--- src/rtl/cpuif_pkg.sv ---
package cpuif_pkg;

    localparam int unsigned ID_W = 10;
    localparam logic [ID_W-1:0] SPURIOUS_ID = 10'd1023;

    localparam logic [11:0] OFS_CTRL    = 12'h000;
    localparam logic [11:0] OFS_PMASK   = 12'h004;
    localparam logic [11:0] OFS_SPLIT   = 12'h008;
    localparam logic [11:0] OFS_CLAIM   = 12'h00C;
    localparam logic [11:0] OFS_DONE    = 12'h010;
    localparam logic [11:0] OFS_RUN     = 12'h014;
    localparam logic [11:0] OFS_HIPEND  = 12'h018;
    localparam logic [11:0] OFS_SPLIT2  = 12'h01C;
    localparam logic [11:0] OFS_IDENT   = 12'h0FC;

    typedef enum logic [1:0] {
        SIG_OFF    = 2'd0,
        SIG_QUIET  = 2'd1,
        SIG_RAISED = 2'd2
    } sig_state_t;

endpackage

--- src/rtl/cpuif_prio_pick.sv ---
module cpuif_prio_pick #(
    parameter int unsigned NUM_IRQ = 32,
    parameter int unsigned PRIO_W  = 8,
    localparam int unsigned IDX_W  = $clog2(NUM_IRQ)
) (
    input  logic [NUM_IRQ-1:0]        pend,
    input  logic [NUM_IRQ*PRIO_W-1:0] prio_flat,
    output logic [PRIO_W-1:0]         best_prio,
    output logic [IDX_W-1:0]          best_idx,
    output logic                      found
);

    logic [PRIO_W-1:0] prio_arr [NUM_IRQ];

    for (genvar g = 0; g < NUM_IRQ; g++) begin : g_unpack
        assign prio_arr[g] = prio_flat[g*PRIO_W +: PRIO_W];
    end

    // Strict less-than while scanning upward keeps the lowest index on ties.
    always_comb begin
        found     = 1'b0;
        best_prio = '1;
        best_idx  = '0;
        for (int i = 0; i < NUM_IRQ; i++) begin
            if (pend[i] && (!found || prio_arr[i] < best_prio)) begin
                found     = 1'b1;
                best_prio = prio_arr[i];
                best_idx  = IDX_W'(i);
            end
        end
    end

endmodule

--- src/rtl/cpuif_active_stack.sv ---
module cpuif_active_stack #(
    parameter int unsigned DEPTH  = 4,
    parameter int unsigned PRIO_W = 8,
    parameter int unsigned IDX_W  = 5,
    localparam int unsigned CNT_W = $clog2(DEPTH + 1)
) (
    input  logic              clk,
    input  logic              rst_n,
    input  logic              push,
    input  logic [PRIO_W-1:0] push_prio,
    input  logic [IDX_W-1:0]  push_idx,
    input  logic              pop,
    output logic [PRIO_W-1:0] top_prio,
    output logic [IDX_W-1:0]  top_idx,
    output logic              empty,
    output logic              full
);

    logic [CNT_W-1:0]  level;
    logic [PRIO_W-1:0] prio_q [DEPTH];
    logic [IDX_W-1:0]  idx_q  [DEPTH];

    assign empty = (level == '0);
    assign full  = (level == CNT_W'(DEPTH));

    always_ff @(posedge clk or negedge rst_n) begin
        if (!rst_n) begin
            level <= '0;
        end else if (push && !full) begin
            level <= level + 1'b1;
        end else if (pop && !empty) begin
            level <= level - 1'b1;
        end
    end

    for (genvar g = 0; g < DEPTH; g++) begin : g_slot
        always_ff @(posedge clk or negedge rst_n) begin
            if (!rst_n) begin
                prio_q[g] <= '1;
                idx_q[g]  <= '0;
            end else if (push && !full && level == CNT_W'(g)) begin
                prio_q[g] <= push_prio;
                idx_q[g]  <= push_idx;
            end
        end
    end

    always_comb begin
        top_prio = '1;
        top_idx  = '0;
        for (int i = 0; i < DEPTH; i++) begin
            if (level == CNT_W'(i + 1)) begin
                top_prio = prio_q[i];
                top_idx  = idx_q[i];
            end
        end
    end

    AST_NO_OVERFLOW: assert property (@(posedge clk) disable iff (!rst_n)
        push |-> !full);
    AST_NO_UNDERFLOW: assert property (@(posedge clk) disable iff (!rst_n)
        pop |-> !empty);

endmodule

--- src/rtl/cpuif_sig_fsm.sv ---
module cpuif_sig_fsm
    import cpuif_pkg::*;
(
    input  logic clk,
    input  logic rst_n,
    input  logic enable,
    input  logic qualify,
    output logic irq
);

    sig_state_t state, state_nx;

    always_comb begin
        state_nx = state;
        unique case (state)
            SIG_OFF: begin
                if (enable && qualify)      state_nx = SIG_RAISED; // T_ENABLE_RAISE
                else if (enable)            state_nx = SIG_QUIET;  // T_ENABLE
            end
            SIG_QUIET: begin
                if (!enable)                state_nx = SIG_OFF;    // T_DISABLE
                else if (qualify)           state_nx = SIG_RAISED; // T_RAISE
            end
            SIG_RAISED: begin
                if (!enable)                state_nx = SIG_OFF;    // T_DISABLE
                else if (!qualify)          state_nx = SIG_QUIET;  // T_DROP
            end
            default:                        state_nx = SIG_OFF;
        endcase
    end

    always_ff @(posedge clk or negedge rst_n) begin
        if (!rst_n) state <= SIG_OFF;
        else        state <= state_nx;
    end

    always_comb begin
        unique case (state)
            SIG_RAISED: irq = 1'b1;
            default:    irq = 1'b0;
        endcase
    end

    AST_OFF_SILENT: assert property (@(posedge clk) disable iff (!rst_n)
        !enable |=> !irq);

endmodule

--- src/rtl/cpu_irq_iface.sv ---
module cpu_irq_iface
    import cpuif_pkg::*;
#(
    parameter int unsigned NUM_IRQ     = 32,
    parameter int unsigned PRIO_W      = 8,
    parameter int unsigned STACK_DEPTH = 4,
    parameter logic [31:0] IFACE_ID    = 32'h0002_0A5C,
    localparam int unsigned IDX_W      = $clog2(NUM_IRQ)
) (
    input  logic                      clk,
    input  logic                      rst_n,
    input  logic [NUM_IRQ-1:0]        irq_pend,
    input  logic [NUM_IRQ*PRIO_W-1:0] irq_prio,
    input  logic [11:0]               bus_addr,
    input  logic                      bus_wr,
    input  logic                      bus_rd,
    input  logic [31:0]               bus_wdata,
    output logic [31:0]               bus_rdata,
    output logic                      bus_rvalid,
    output logic                      irq_out,
    output logic                      claim_valid,
    output logic [ID_W-1:0]           claim_id,
    output logic                      done_valid,
    output logic [ID_W-1:0]           done_id
);

    logic              ctrl_en;
    logic [PRIO_W-1:0] pmask;
    logic [2:0]        split;
    logic [2:0]        split2;

    logic [PRIO_W-1:0] best_prio;
    logic [IDX_W-1:0]  best_idx;
    logic              best_found;

    logic [PRIO_W-1:0] top_prio;
    logic [IDX_W-1:0]  top_idx;
    logic              stk_empty, stk_full;

    logic [PRIO_W-1:0] running_prio;
    logic [PRIO_W-1:0] grp_mask;
    logic              qualify;
    logic              wr_fire, rd_fire;
    logic              claim_fire, retire_fire;
    logic [ID_W-1:0]   cand_id;
    logic [31:0]       rd_mux;

    cpuif_prio_pick #(.NUM_IRQ(NUM_IRQ), .PRIO_W(PRIO_W)) u_pick (
        .pend      (irq_pend),
        .prio_flat (irq_prio),
        .best_prio (best_prio),
        .best_idx  (best_idx),
        .found     (best_found)
    );

    cpuif_active_stack #(.DEPTH(STACK_DEPTH), .PRIO_W(PRIO_W), .IDX_W(IDX_W)) u_stack (
        .clk       (clk),
        .rst_n     (rst_n),
        .push      (claim_fire),
        .push_prio (best_prio),
        .push_idx  (best_idx),
        .pop       (retire_fire),
        .top_prio  (top_prio),
        .top_idx   (top_idx),
        .empty     (stk_empty),
        .full      (stk_full)
    );

    cpuif_sig_fsm u_fsm (
        .clk     (clk),
        .rst_n   (rst_n),
        .enable  (ctrl_en),
        .qualify (qualify),
        .irq     (irq_out)
    );

    // Group part keeps the bits above the split point (split+1 low bits dropped).
    assign grp_mask     = {PRIO_W{1'b1}} << ({1'b0, split} + 4'd1);
    assign running_prio = stk_empty ? {PRIO_W{1'b1}} : top_prio;
    assign qualify      = best_found && !stk_full && (best_prio < pmask) &&
                          (stk_empty || ((best_prio & grp_mask) < (running_prio & grp_mask)));
    assign cand_id      = qualify ? ID_W'(best_idx) : SPURIOUS_ID;

    assign wr_fire      = bus_wr;
    assign rd_fire      = bus_rd && !bus_wr;
    assign claim_fire   = rd_fire && (bus_addr == OFS_CLAIM) && qualify;
    assign retire_fire  = wr_fire && (bus_addr == OFS_DONE) && !stk_empty &&
                          (bus_wdata[ID_W-1:0] == ID_W'(top_idx));

    always_ff @(posedge clk or negedge rst_n) begin
        if (!rst_n) begin
            ctrl_en <= 1'b0;
            pmask   <= '0;
            split   <= '0;
            split2  <= '0;
        end else if (wr_fire) begin
            unique case (bus_addr)
                OFS_CTRL:   ctrl_en <= bus_wdata[0];
                OFS_PMASK:  pmask   <= bus_wdata[PRIO_W-1:0];
                OFS_SPLIT:  split   <= bus_wdata[2:0];
                OFS_SPLIT2: split2  <= bus_wdata[2:0];
                default: ;
            endcase
        end
    end

    always_comb begin
        unique case (bus_addr)
            OFS_CTRL:   rd_mux = {31'd0, ctrl_en};
            OFS_PMASK:  rd_mux = 32'(pmask);
            OFS_SPLIT:  rd_mux = {29'd0, split};
            OFS_CLAIM:  rd_mux = 32'(cand_id);
            OFS_RUN:    rd_mux = 32'(running_prio);
            OFS_HIPEND: rd_mux = 32'(cand_id);
            OFS_SPLIT2: rd_mux = {29'd0, split2};
            OFS_IDENT:  rd_mux = IFACE_ID;
            default:    rd_mux = 32'd0;
        endcase
    end

    always_ff @(posedge clk or negedge rst_n) begin
        if (!rst_n) begin
            bus_rvalid  <= 1'b0;
            bus_rdata   <= '0;
            claim_valid <= 1'b0;
            claim_id    <= '0;
            done_valid  <= 1'b0;
            done_id     <= '0;
        end else begin
            bus_rvalid  <= rd_fire;
            if (rd_fire) bus_rdata <= rd_mux;
            claim_valid <= claim_fire;
            if (claim_fire) claim_id <= ID_W'(best_idx);
            done_valid  <= retire_fire;
            if (retire_fire) done_id <= ID_W'(top_idx);
        end
    end

    AST_IRQ_GATED: assert property (@(posedge clk) disable iff (!rst_n)
        irq_out |-> $past(ctrl_en));
    AST_CLAIM_REAL: assert property (@(posedge clk) disable iff (!rst_n)
        claim_valid |-> claim_id != SPURIOUS_ID);
    AST_RUN_RISES: assert property (@(posedge clk) disable iff (!rst_n)
        claim_valid |-> running_prio < $past(running_prio));
    AST_UNDER_MASK: assert property (@(posedge clk) disable iff (!rst_n)
        claim_valid |-> running_prio < $past(pmask));
    AST_EOI_RESTORES: assert property (@(posedge clk) disable iff (!rst_n)
        done_valid |-> running_prio > $past(running_prio));

endmodule

--- config.mk ---
export PLATFORM = sky130hd
export DESIGN_NAME = cpu_irq_iface
export DESIGN_NICKNAME = d
export VERILOG_FILES = /design/src/rtl/cpuif_pkg.sv /design/src/rtl/cpuif_prio_pick.sv /design/src/rtl/cpuif_active_stack.sv /design/src/rtl/cpuif_sig_fsm.sv /design/src/rtl/cpu_irq_iface.sv
export SDC_FILE = /design/constraint.sdc
export NUM_CORES = 1
export LEC_CHECK = 0
export BUFFER_PORTS_ARGS = -buffer_cell sky130_fd_sc_hd__clkbuf_2
export CORE_ASPECT_RATIO = 0.5
export CORE_MARGIN = 1
export CORE_UTILIZATION = 30
export CTS_CLUSTER_SIZE = 25
export DETAILED_ROUTE_END_ITERATION = 12
export REMOVE_ABC_BUFFERS = 1
export SETUP_SLACK_MARGIN = 0.3
export SYNTH_ARGS = -nofsm -noshare
export SYNTH_HDL_FRONTEND = slang
export SYNTH_SLANG_ARGS = --single-unit
--- constraint.sdc ---
create_clock -name clk -period 6.9 [get_ports clk]
set_input_delay 0.345 -clock clk [delete_from_list [all_inputs] [get_ports clk]]
set_output_delay 0.345 -clock clk [all_outputs]
set_load 0.01 [all_outputs]
After elaboration in Yosys (flattened, before gate mapping)
Index checks and enable logic that the tools add are counted.
{ "word_totals": {"out_inout_bits": 56, "ff_bits": 117, "input_bits": 336, "elab_cells": 316} }
{ "classes": {"muxes": 116, "n_reduce_logical": 123, "shift": 1, "magnitude_cmp": 33, "bitwise_logic": 2, "n_eq_ne": 18, "addsub": 3} }
{ "op_table": {"columns": ["operator", "n"], "rows": [
  ["$mux 8", 37],
  ["$lt 8x8->1", 33],
  ["$pmux 18 s7", 1],
  ["$mux 5", 20],
  ["$eq 12x5->1 const B", 4],
  ["$logic_and 1x1->1", 47],
  ["$logic_not 1->1", 34],
  ["$mux 1", 34],
  ["$logic_or 1x1->1", 32],
  ["$mux 4", 8],
  ["$eq 12x4->1 const B", 2],
  ["$mux 3", 6],
  ["$and 8x8->8", 2],
  ["$mux 2", 8],
  ["$eq 12x3->1 const B", 1],
  ["$eq 12x8->1 const B", 1],
  ["$logic_not 12->1", 1],
  ["$eq 10x5->1", 1],
  ["$mux 10", 1],
  ["$reduce_and 2->1", 4],
  ["$shl 8x4->8 const A", 1],
  ["$eq 3x2->1 const B", 2],
  ["$ne 3x3->1 const B", 2],
  ["$pmux 2 s3", 1],
  ["13 further kinds", 13]
]} }

Logic depth before layout (Yosys ltp)
Gate-level depths: netlist of run 1.
{ "logic_depth": {"ltp_word": 132, "ltp_mapped": 374, "ltp_nobuf": 340} }

Hierarchy
From an unflattened synthesis of run 1, not the netlist that was laid out.
{ "hier_totals": {"cells_unflattened": 2203, "area_unflattened_um2": 17155.2} }
{ "by_module_without_submodules": {"columns": ["module", "seq_area_each_um2", "cells_per_inst", "area_per_inst_um2", "instances"], "rows": [
  ["cpuif_prio_pick", 0.0, 1694, 11561.1, 1],
  ["cpu_irq_iface", 975.9, 294, 2813.9, 1],
  ["cpuif_active_stack", 1416.4, 208, 2696.3, 1],
  ["cpuif_sig_fsm", 50.0, 7, 83.8, 1]
]} }

Worst setup path before layout of run 1
Ideal clock, no wire load.
{ "synth_path": {"path_type": "input to register", "start": "in irq_pend[0]", "end": "reg u_stack.idx_q[16] (netlist bit)", "path_buffers": 35, "setup_time_ps": 128, "path_stages": 343, "setup_slack_ps": -52824, "required_time_ps": 6772, "t_arrival_ps": 59596, "path_cell_list": "buf_4 -> inv_1 -> nor2_1 -> ha_1 -> a211oi_1 -> o21ai_1 -> a2bb2oi_1 -> o31a_1 -> clkbuf_1 -> nor2_1 -> a21oi_1 -> inv_1 -> ha_1 -> o211ai_1 -> nor2_1 -> nand3_1 -> or3_1 -> and2_1 -> [... 307 more ...] -> o21ai_0 -> nand2b_1 -> a21oi_1 -> o221ai_2 -> buf_2 -> nor2_1 -> a21oi_1 -> and3_1 -> ha_1 -> a21o_1 -> a21o_1 -> a211oi_1 -> o21ai_0 -> a21oi_1 -> and4_1 -> buf_2 -> buf_6 -> mux2_1"} }
{ "synth_via": {"elab_chain_cells": 132, "elab_cells_between_ends": 228, "classes_between": "order compare (33); mux (94); bitwise (1); reduce/logical (100)"} }
{ "synth_lines": {"columns": ["element", "line_no", "text"], "rows": [
  ["start: declaration", "cpu_irq_iface.sv:12", "input logic [NUM_IRQ-1:0] irq_pend,"],
  ["$mux 8 or $mux 1 (tied branches)", "cpuif_prio_pick.sv:25", "if (pend[i] && (!found || prio_arr[i] < best_prio)) begin"],
  ["$lt 8x8->1 or $logic_not 1->1 (tied branches)", "cpuif_prio_pick.sv:25", null],
  ["$logic_or 1x1->1", "cpuif_prio_pick.sv:25", null],
  ["$logic_and 1x1->1", "cpuif_prio_pick.sv:25", null],
  ["$mux 8 or $mux 1 (tied branches)", "cpuif_prio_pick.sv:25", null],
  ["$lt 8x8->1 or $logic_not 1->1 (tied branches)", "cpuif_prio_pick.sv:25", null],
  ["$logic_or 1x1->1", "cpuif_prio_pick.sv:25", null],
  ["$logic_and 1x1->1", "cpuif_prio_pick.sv:25", null],
  ["[... 116 more ...]", null, null],
  ["$mux 8 (*)", "cpuif_prio_pick.sv:25", null],
  ["named net best_prio[5]", "cpu_irq_iface.sv:32", "logic [PRIO_W-1:0] best_prio;"],
  ["$and 8x8->8", "cpu_irq_iface.sv:81", "(stk_empty || ((best_prio & grp_mask) < (running_prio & grp_mask)));"],
  ["$lt 8x8->1", "cpu_irq_iface.sv:81", null],
  ["$logic_or 1x1->1", "cpu_irq_iface.sv:81", null],
  ["$logic_and 1x1->1 (*)", "cpu_irq_iface.sv:80", "assign qualify = best_found && !stk_full && (best_prio < pmask) &&"],
  ["$logic_and 1x1->1 (*)", "cpu_irq_iface.sv:86", "assign claim_fire = rd_fire && (bus_addr == OFS_CLAIM) && qualify;"],
  ["$logic_and 1x1->1 (*) (2 in series)", "cpuif_active_stack.sv:41", "end else if (push && !full && level == CNT_W'(g)) begin"],
  ["end signal: indexed assignment", "cpuif_active_stack.sv:43", "idx_q[g] <= push_idx;"],
  ["end: declaration", "cpuif_active_stack.sv:21", "logic [IDX_W-1:0] idx_q [DEPTH];"]
]} }
The timed path passes the listed nets; every way through them passes the cells marked *.
A chain may end at the register's enable or synchronous reset.

Worst setup path in the final report of run 1
{ "layout_path": {"start": "in irq_pend[0]", "end": "reg u_stack.idx_q[17] (netlist bit)"} }
Same word-level chain as after synthesis.

==> out/metrics.yaml, run 1 <==
synth:
  synth-edff-count: 0
  seq_area_frac_synth_pct: 13.87
  yosysWarningCount: 0
  syn_inst: 2333
  netlist.area_leader.share_pct: 12.79
  yosysTopAreaCell: "ha_1"
  syn-cell-area_mm2: 0.01761
  syn_area_per_cell_um2: 7.549
  synth-main-ff-cell: "dfrtp_1"
  ys_types: 124
  synth_area_leaders: "ha_1, dfrtp_1, a21oi_1"
  postSynthRegisterBits: 96
  async_flop_share_pct: 100.0
  yosysMostFrequentCell: "nand2_1"
  netlist_top_cells_count: "nand2_1, inv_1, nor2_1"
sta:
  setup_viol: 73
  fmax_ghz: 0.01874
  rsz0062_at_grt: "true"
  layout_min_cycle_time_ns: 53.35
  setup_tns_ns: -3385.76
  setup_ws_ns: -46.45
  slew-limit-headroom_pct: 8.308
  hold_slack_ns: 0.2431
  slew_violations: 0
  hold_viol_final: 0
  worstMarginPinSlew_ns: 1.364
  period_share_pct: 773.2
  skew_ns: 0.009009
setup_path:
  cp-start-kind: "input pin"
  reg2reg_from: "u_stack.level[0]"
  path_common_cell: "a21o_1"
  r2r_slack_ns: 2.23
  crit_arrival_ns: 53.59
  cp_slowest_cell: "o41a_1"
  cpPeakStageDelay_ns: 0.43
  critPathMaxFanout: 8
  required_ns: 7.14
  critPathKind: "in -> reg"
  worstSetupEndpointType: "register"
  r2r_end: "u_stack.idx_q[17]"
  rr_worst_depth: 18
floorplan:
  io_pins: 392
  core_mm2: 0.05772
  die_y_um: 173.3
  initial_utilization_pct: 30.52
  die_x_um: 344.7
  dieArea_mm2: 0.05974
  row_count: 62
global_route:
  track_usage_pct: 23.84
  grt_max_degree: 76
  antenna_found_initial: 19
  first_global_vias: 24300
  grt_pass1_wl_mm: 118.2
  grt_overflow: 0
hold_path:
  holdPathStages: 2
  min_to: "pmask[5]"
  hp-class: "in -> reg"
  worstHoldStart: "bus_wdata[5]"
route:
  drt_iter0_drc: 1308
  wl_mm: 80.08
  drc: 0
  dr.pass1.iters: 6
  drtAntennaViolNets: 0
  vias_per_cell: 5.259
  via_count: 24251
  wl_per_cell_um: 17.37
cts:
  numCtsBuffers: 9
  cts.path.max_buffers: 2
  cts.reportedPaths.clkPinSlew_ns: 0.07
  cts_tree: "done"
  worst_skew_pair.late_latency_ns: 0.35
  h-tree-depth: 3
  cts_root_buffer: "clkbuf_16"
  cts.sinks: 96
status:
  status: "complete, but fails checks"
  violations: "negative setup slack"
finish:
  layout.nets: 4335
  layout-drive-gt1-share_pct: 58.11
  final_util_pct: 56.45
  area_growth_pct: 84.98
placement:
  dp.final_hpwl_mm: 56.25
  place_congestion: 0.9138
  portBuffers: 339
  place_ws_ns: -49.54
run:
  drv_cap: 0
placed cells by master (no fill, tap or decap), types with 34 or more instances in the layout:
cell type and instances:
inv_2 37, nor2b_1 40, nand4_1 34, mux2_4 50, o21ai_0 64, o21ai_1 41
ha_4 75, buf_6 63, a21o_1 60, nand2_1 183, ha_1 99, nor2_1 152
o21ai_2 41, nor3_1 34, nand3_1 39, dfrtp_1 64, mux2_2 47, nor2_2 35
inv_1 161, a21oi_2 70, buf_4 1123, mux2i_1 57, clkbuf_2 337, a21oi_1 111
worst max-delay path: cells and delay by family:
family,cells,cell delay (ns)
buffers and inverters,50,5.67
AO/OA/AOI/OAI,138,23.93
AND/OR/NAND/NOR,85,11.26
multiplexers,18,4.14
adder cells (fa/ha/maj),31,8.00
repair_timing:
action                                  4_1_cts  5_1_grt
buffers inserted                            321       77
hold buffers                                  1        0
endpoints found under the setup margin       73       73
hold endpoints to repair                     21        0
gates resized for setup                     443      304
gates cloned                                  6        1
pin swaps                                   273      235
layer usage:
layer	global-route usage, %	routed length (µm)
met5	0	0
met4	13.99	5238
met3	1.513	2270
met2	45.10	41320
met1	26.00	31260
layout make-up:
type,instances,area [µm²]
Tap cell,768,960.9
Timing Repair Buffer,1535,11040
Multi-Input combinational cell,1966,16910
Clock inverter,7,126.4
Inverter,210,823.3
Antenna cell,19,47.55
Clock buffer,9,225.2
Fill cell,4858,25140
Timing Repair inverter,1,7.507
Sequential cell,96,2442
through the flow:
stage / instances / cell area (µm²)
after floorplan: 2270 / 17200
after global placement: 4170 / 25870
after detailed placement: 4170 / 25870
after CTS: 4514 / 30580
after global routing: 4611 / 32580
final: 4611 / 32580
state kept, by name (all words and copies together), names as in the netlist:
| register | cells |
|---|---|
| claim_id | 5 |
| u_stack.idx_q | 20 |
| done_id | 5 |
| pmask | 8 |
| ctrl_en | 1 |
| u_fsm.state | 2 |
| split | 3 |
| bus_rdata | 11 |
| u_stack.level | 3 |
| u_stack.prio_q | 32 |
| claim_valid | 1 |
| split2 | 3 |
| done_valid | 1 |
| bus_rvalid | 1 |
worst max-delay path by stage:
stage                           start                end  depth (start not counted)
final                     irq_pend[0]  u_stack.idx_q[17]                        322
after global routing      irq_pend[0]  u_stack.idx_q[17]                        330
after CTS                 irq_pend[0]  u_stack.idx_q[17]                        325
after detailed placement  irq_pend[0]        claim_id[1]                        318
after global placement    irq_pend[0]        claim_id[3]                        316
after floorplan           irq_pend[0]   u_stack.idx_q[1]                        311
logic make-up (layout without fill, tap and decap cells):
logic type	Yosys count	in the layout	share of synthesized area, %
AOI/OAI and AO/OA	751	753	30.07
xor gates and xnor gates	22	22	1.137
adders and majority gates	189	189	13.30
buffers and inverters	302	1762	7.438
DFF	96	96	13.87
muxes	197	197	12.45
other	1	49	0.02129
and+or+nand+nor	775	775	21.72
Power of run 1 is not shown: default switching activity piles up to over one toggle a cycle in this logic, so the estimate is an artifact.
==> run 2: changes to the inputs <==
--- a/config.mk
+++ b/config.mk
@@ -11,7 +11,6 @@
 export CORE_UTILIZATION = 30
 export CTS_CLUSTER_SIZE = 25
 export DETAILED_ROUTE_END_ITERATION = 12
-export REMOVE_ABC_BUFFERS = 1
 export SETUP_SLACK_MARGIN = 0.3
 export SYNTH_ARGS = -nofsm -noshare
 export SYNTH_HDL_FRONTEND = slang
==> constraint.sdc (replaced) <==
create_clock -name clk -period 48.3 [get_ports clk]
set_input_delay 2.415 -clock clk [delete_from_list [all_inputs] [get_ports clk]]
set_output_delay 2.415 -clock clk [all_outputs]
set_load 0.01 [all_outputs]
==> run 2 against run 1 <==
Compared with the run above: the run still ends with negative setup slack left; worst setup slack improved by 40 ns; sequential share of layout area increased by 0.55 points; via count decreased by 5.3%; critical path type unchanged; largest cell class unchanged.
==> out/metrics.yaml, run 2 (same netlist as run 1, synthesis figures left out) <==
floorplan:
  initial_utilization_pct: 30.52
  row_count: 62
  dieArea_mm2: 0.05974
  core_mm2: 0.05772
  die_x_um: 344.7
  io_pins: 392
  die_y_um: 173.3
finish:
  design_area_mm2: 0.03037
  top_regs: "u_stack.prio_q: 32 flops, u_stack.idx_q: 20 flops, bus_rdata: 11 flops"
  final_common_cell: "buf_4"
  layout-drive-gt1-share_pct: 54.30
  largest_register_ffs: 32
  area_growth_pct: 72.44
  stdcell_count: 4345
  final_cell_mix: "buf_4, clkbuf_2, nand2_1, inv_1, nor2_1"
  layout.nets: 4049
  largest-register: "u_stack.prio_q"
route:
  drt_iter0_drc: 1373
  top_layer: "met4"
  vias_per_cell: 5.288
  drc: 0
  via_count: 22976
  met1_length_mm: 29.99
  wl_mm: 76.43
  dr.pass1.iters: 6
  wl_per_cell_um: 17.59
  drtAntennaViolNets: 0
  met2WireLength_mm: 39.59
  wl_met3_mm: 2.292
placement:
  place_congestion: 0.9481
  place_ws_ns: -7.823
  dpl-instance-area_mm2: 0.02504
  dp.final_hpwl_mm: 56.47
  dp_cells: 3973
  portBuffers: 339
cts:
  worst_skew_pair.late_latency_ns: 0.35
  cts_hold_buf: 0
  h-tree-depth: 3
  cts_root_buffer: "clkbuf_16"
  cts.sinks: 96
  cts_tree: "done"
  numCtsBuffers: 9
  cts.reportedPaths.clkPinSlew_ns: 0.06
  cts.path.max_buffers: 2
global_route:
  first_global_vias: 22620
  antenna_found_initial: 38
  grt_max_degree: 61
  grt_overflow: 0
  track_usage_pct: 23.12
  grt_pass1_wl_mm: 113.9
sta:
  slew-limit-headroom_pct: 31.51
  layout_min_cycle_time_ns: 54.35
  hold_slack_ns: 0.4737
  skew_ns: 0.005191
  hold_viol_final: 0
  slew_violations: 0
  period_share_pct: 112.5
  rsz0062_at_grt: "true"
  setup_ws_ns: -6.047
  fmax_ghz: 0.01840
  setup_viol: 73
  worstMarginPinSlew_ns: 1.020
setup_path:
  cp-start-kind: "input pin"
  worstSetupEndpointType: "register"
  critPathMaxFanout: 8
  cp_slowest_cell: "o41a_1"
  crit_family: "compound AO/OA/AOI/OAI gates"
  cpPeakStageDelay_ns: 0.43
  crit_buf_inv: 61
  path_common_cell: "a21o_1"
  crit_arrival_ns: 54.58
  critPathKind: "in -> reg"
  required_ns: 48.53
status:
  violations: "negative setup slack"
  status: "complete, but fails checks"
run:
  drv_cap: 0
hold_path:
  hp-class: "reg -> reg"
==> run 2: routing by layer <==
metal / GRT usage (%) / vias to the layer above
li1: - / 11092
met1: 26.37 / 10999
met2: 42.65 / 629
met3: 1.480 / 256
met4: 12.79 / 0
met5: 0 / -
==> run 2: cell type report <==
type                    count  area, µm²
inverters                 210      818.3
well taps                 768      960.9
diodes                     39      97.59
clock inverters             6      58.81
flip-flops and latches     96       2442
multi-input cells        1971      16920
repair buffers           1244       8822
repair inverters            1      7.507
clock buffers              10      239.0
fillers                  5260      27350
==> run 2: stage by stage <==
stage	util (%)	TNS, ns
floorplan	-	-545.43
global placement	43.39	-465.20
detailed placement	43.39	-560.59
CTS	48.85	-347.80
global route	52.62	-628.06
finish	52.62	-432.95
==> run 2: path summary, 6_finish.rpt <==
kind / start / endpoint / slack (ns) / cells past startpoint
worst max register to register: u_stack.level[0] / u_stack.idx_q[16] / 43.56 / 18
max in group asynchronous: rst_n / u_stack.idx_q[11] / 45.14 / 2
worst min-delay path: u_stack.prio_q[16] / u_stack.prio_q[16] / 0.47 / 2
worst min register to register: u_stack.prio_q[16] / u_stack.prio_q[16] / 0.47 / 2
worst max-delay path: irq_pend[0] / u_stack.idx_q[16] / -6.05 / 336
min in group asynchronous: rst_n / bus_rdata[6] / 2.02 / 1
==> run 2: tightest hold or removal path, cell delays in order, from the launching register on <==
cell and delay [ns]:
dfstp_2 0.37, inv_1 0.04, mux2i_1 0.06
==> run 2: repair_timing <==
item / CTS / global route
gates cloned: 12 / 0
endpoints found under the setup margin: 73 / 73
setup buffers: 223 / 82
resized for setup: 234 / 314
pin swaps: 179 / 213
Power of run 2 is left out for the same reason.
==> run 3: changes to the inputs <==
--- a/config.mk
+++ b/config.mk
@@ -5,6 +5,7 @@
 export SDC_FILE = /design/constraint.sdc
 export NUM_CORES = 1
 export LEC_CHECK = 0
+export ABC_AREA = 1
 export BUFFER_PORTS_ARGS = -buffer_cell sky130_fd_sc_hd__clkbuf_2
 export CORE_ASPECT_RATIO = 0.5
 export CORE_MARGIN = 1
==> run 3 against run 2 <==
Compared with the run above: the flow now finishes without violations; global-route usage shrank 6.2 points; core utilization shrank 18 points; register-to-register slack gained 0.75 ns; count of clock-buffer cells in the layout grew 3; routed wire length shrank 38%; cell count shrank 18%; cell area shrank 40%; hold slack lost 0.0070 ns; first-iteration DRC count shrank 34%; die area shrank 10%; synthesized cell count grew 8.4%; sequential share of layout area grew 5.4 points; critical path type unchanged; critical endpoint is now u_stack.idx_q[9]; largest cell class unchanged.
==> out/metrics.yaml, run 3 <==
finish:
  final_common_cell: "nand2_1"
  design_area_mm2: 0.01814
  layout.nets: 3349
  layout-drive-gt1-share_pct: 22.02
  area_growth_pct: 14.48
  multi_input_area_mm2: 0.01161
  final_cell_mix: "nand2_1, clkbuf_2, inv_1, nand3_1, nor2_1"
  stdcell_count: 3551
  top_regs: "u_stack.prio_q: 32 flops, u_stack.idx_q: 20 flops, bus_rdata: 11 flops"
  ff_latch_area_mm2: 0.002442
  final_util_pct: 34.85
  n_fill_cell: 5796
  largest-register: "u_stack.prio_q"
  largest_register_ffs: 32
floorplan:
  core_mm2: 0.05204
  io_pins: 392
  die_y_um: 164.5
  row_count: 59
  dieArea_mm2: 0.05379
  initial_utilization_pct: 30.44
  die_x_um: 327
synth:
  syn_inst: 2529
  postSynthRegisterBits: 96
  netlist_top_cells_count: "nand2_1, inv_1, nand3_1"
  yosysWarningCount: 0
  syn-cell-area_mm2: 0.01584
  yosysTopAreaCell: "nand2_1"
  async_flop_share_pct: 100.0
  syn_area_per_cell_um2: 6.265
  yosysMostFrequentCell: "nand2_1"
  seq_area_frac_synth_pct: 15.41
  synth-main-ff-cell: "dfrtp_1"
  synth_area_leaders: "nand2_1, ha_1, dfrtp_1"
  ys_types: 59
  netlist.area_leader.share_pct: 20.04
  synth-edff-count: 0
route:
  vias_per_cell: 4.738
  wl_per_cell_um: 13.42
  dr.pass1.iters: 5
  drtAntennaViolNets: 0
  via_count: 16824
  drt_iter0_drc: 908
  wl_mm: 47.67
  drc: 0
sta:
  setup_ws_ns: 5.232
  hold_viol_final: 0
  slew_violations: 0
  setup_tns_ns: 0
  skew_ns: 0.01262
  fmax_ghz: 0.02322
  rsz0062_at_grt: "false"
  setup_viol: 0
  slew-limit-headroom_pct: 50.55
  worstMarginPinSlew_ns: 0.7349
  hold_slack_ns: 0.4667
  layout_min_cycle_time_ns: 43.07
  period_share_pct: 89.17
global_route:
  grt_pass1_wl_mm: 74.69
  first_global_vias: 15292
  antenna_found_initial: 12
  grt_max_degree: 59
  track_usage_pct: 16.92
  grt_overflow: 0
placement:
  place_congestion: 0.9159
  portBuffers: 339
  dp.final_hpwl_mm: 40.47
  dpl-instance-area_mm2: 0.01765
  place_ws_ns: 1.672
  dp_cells: 3512
status:
  status: "finished clean"
setup_path:
  crit_start: "irq_pend[0]"
  cpPeakStageDelay_ns: 0.33
  path_common_cell: "nand2_1"
  crit_arrival_ns: 43.36
  cp_slowest_cell: "o21ai_0"
  worstSetupEndpointType: "register"
  critPathMaxFanout: 25
  critPathKind: "in -> reg"
  cp-start-kind: "input pin"
  required_ns: 48.59
  reg2reg_from: "u_stack.level[2]"
cts:
  cts_hold_buf: 0
  cts.sinks: 96
  cts_tree: "done"
  h-tree-depth: 3
  cts.reportedPaths.clkPinSlew_ns: 0.06
  cts_root_buffer: "clkbuf_16"
  numCtsBuffers: 9
  cts.path.max_buffers: 2
  worst_skew_pair.late_latency_ns: 0.36
hold_path:
  hp-class: "reg -> reg"
  worstHoldStart: "u_stack.prio_q[2]"
pwr:
  power_density_mw_per_mm2: 58.11
  peakVddDrop_v: 0.00003395
  power_mw: 1.054
  cellLeakagePower_nw: 9.986
run:
  drv_cap: 0
run 3: changes by cell type in the layout (fill, tap and decap cells not counted), sizes merged, moves of 30 or more:
| cell | delta |
|---|---|
| mux2 | -112 |
| nor2b | -42 |
| mux2i | -85 |
| buf | -889 |
| nand2 | +769 |
| nand3 | +169 |
| a21o | -61 |
| nand4 | +30 |
| nor3 | -32 |
| a21oi | -139 |
| o21ai | +37 |
| inv | +61 |
| nand2b | -34 |
run 3: worst paths after layout:
kind / slack (ns) / end / cells past startpoint
worst max-delay path: 5.23 / u_stack.idx_q[9] / 273
worst min-delay path: 0.47 / u_stack.prio_q[2] / 2
worst max register to register: 44.31 / u_stack.idx_q[9] / 17
worst min register to register: 0.47 / u_stack.prio_q[2] / 2
max in group asynchronous: 45.13 / pmask[1] / 2
min in group asynchronous: 2.05 / done_id[2] / 1
run 3: cell type report:
cell class,count,share of cell area (%)
timing repair buffer,356,10.31
sequential,96,13.47
antenna,12,0.1656
clock inverter,3,0.09658
clock buffer,13,1.435
tap,701,4.836
multi-input combinational,2100,64.04
inverter,270,5.657
run 3: repair_timing:
| item | 4_1_cts | 5_1_grt |
|---|---|---|
| buffers inserted | 0 | 10 |
| setup endpoints to repair | 0 | 73 |
| gates resized for setup | 0 | 89 |
| endpoints found under the hold margin | 0 | 0 |
run 3: where the power goes:
group          leakage [nW]  switching [mW]  internal [mW]  total (mW)
clock                 0.136          0.0318         0.0376      0.0694
sequential             1.20        0.000142         0.0807      0.0809
combinational          8.65           0.586          0.318       0.904
run 3: kinds of logic (layout without fill, tap and decap cells):
kind of cell	after synthesis	after routing	synth area share, %
and+or+nand+nor	1531	1531	44.35
buffers and inverters	362	642	12.33
AOI/OAI and AO/OA	356	356	13.50
adders and majority gates	180	180	14.21
DFF	96	96	15.42
xor gates and xnor gates	3	3	0.1659
other	1	42	0.02367
run 3: critical path, delay by kind of cell:
family,cells,cell delay [ns]
buf+inv,8,0.80
fa+ha+maj,32,9.18
simple gates,145,14.53
compound gates,88,16.26
run 3: metal layers:
metal	track usage [%]	wire [µm]	vias up	share of wire, %
met2	31.71	24630	295	52
met1	20.14	20260	7541	43
li1	-	-	8915	-
met3	1.321	1438	69	3.0
met4	6.500	1302	4	2.7
met5	0	31	-	0.065
(Power assumes the default switching activity.)
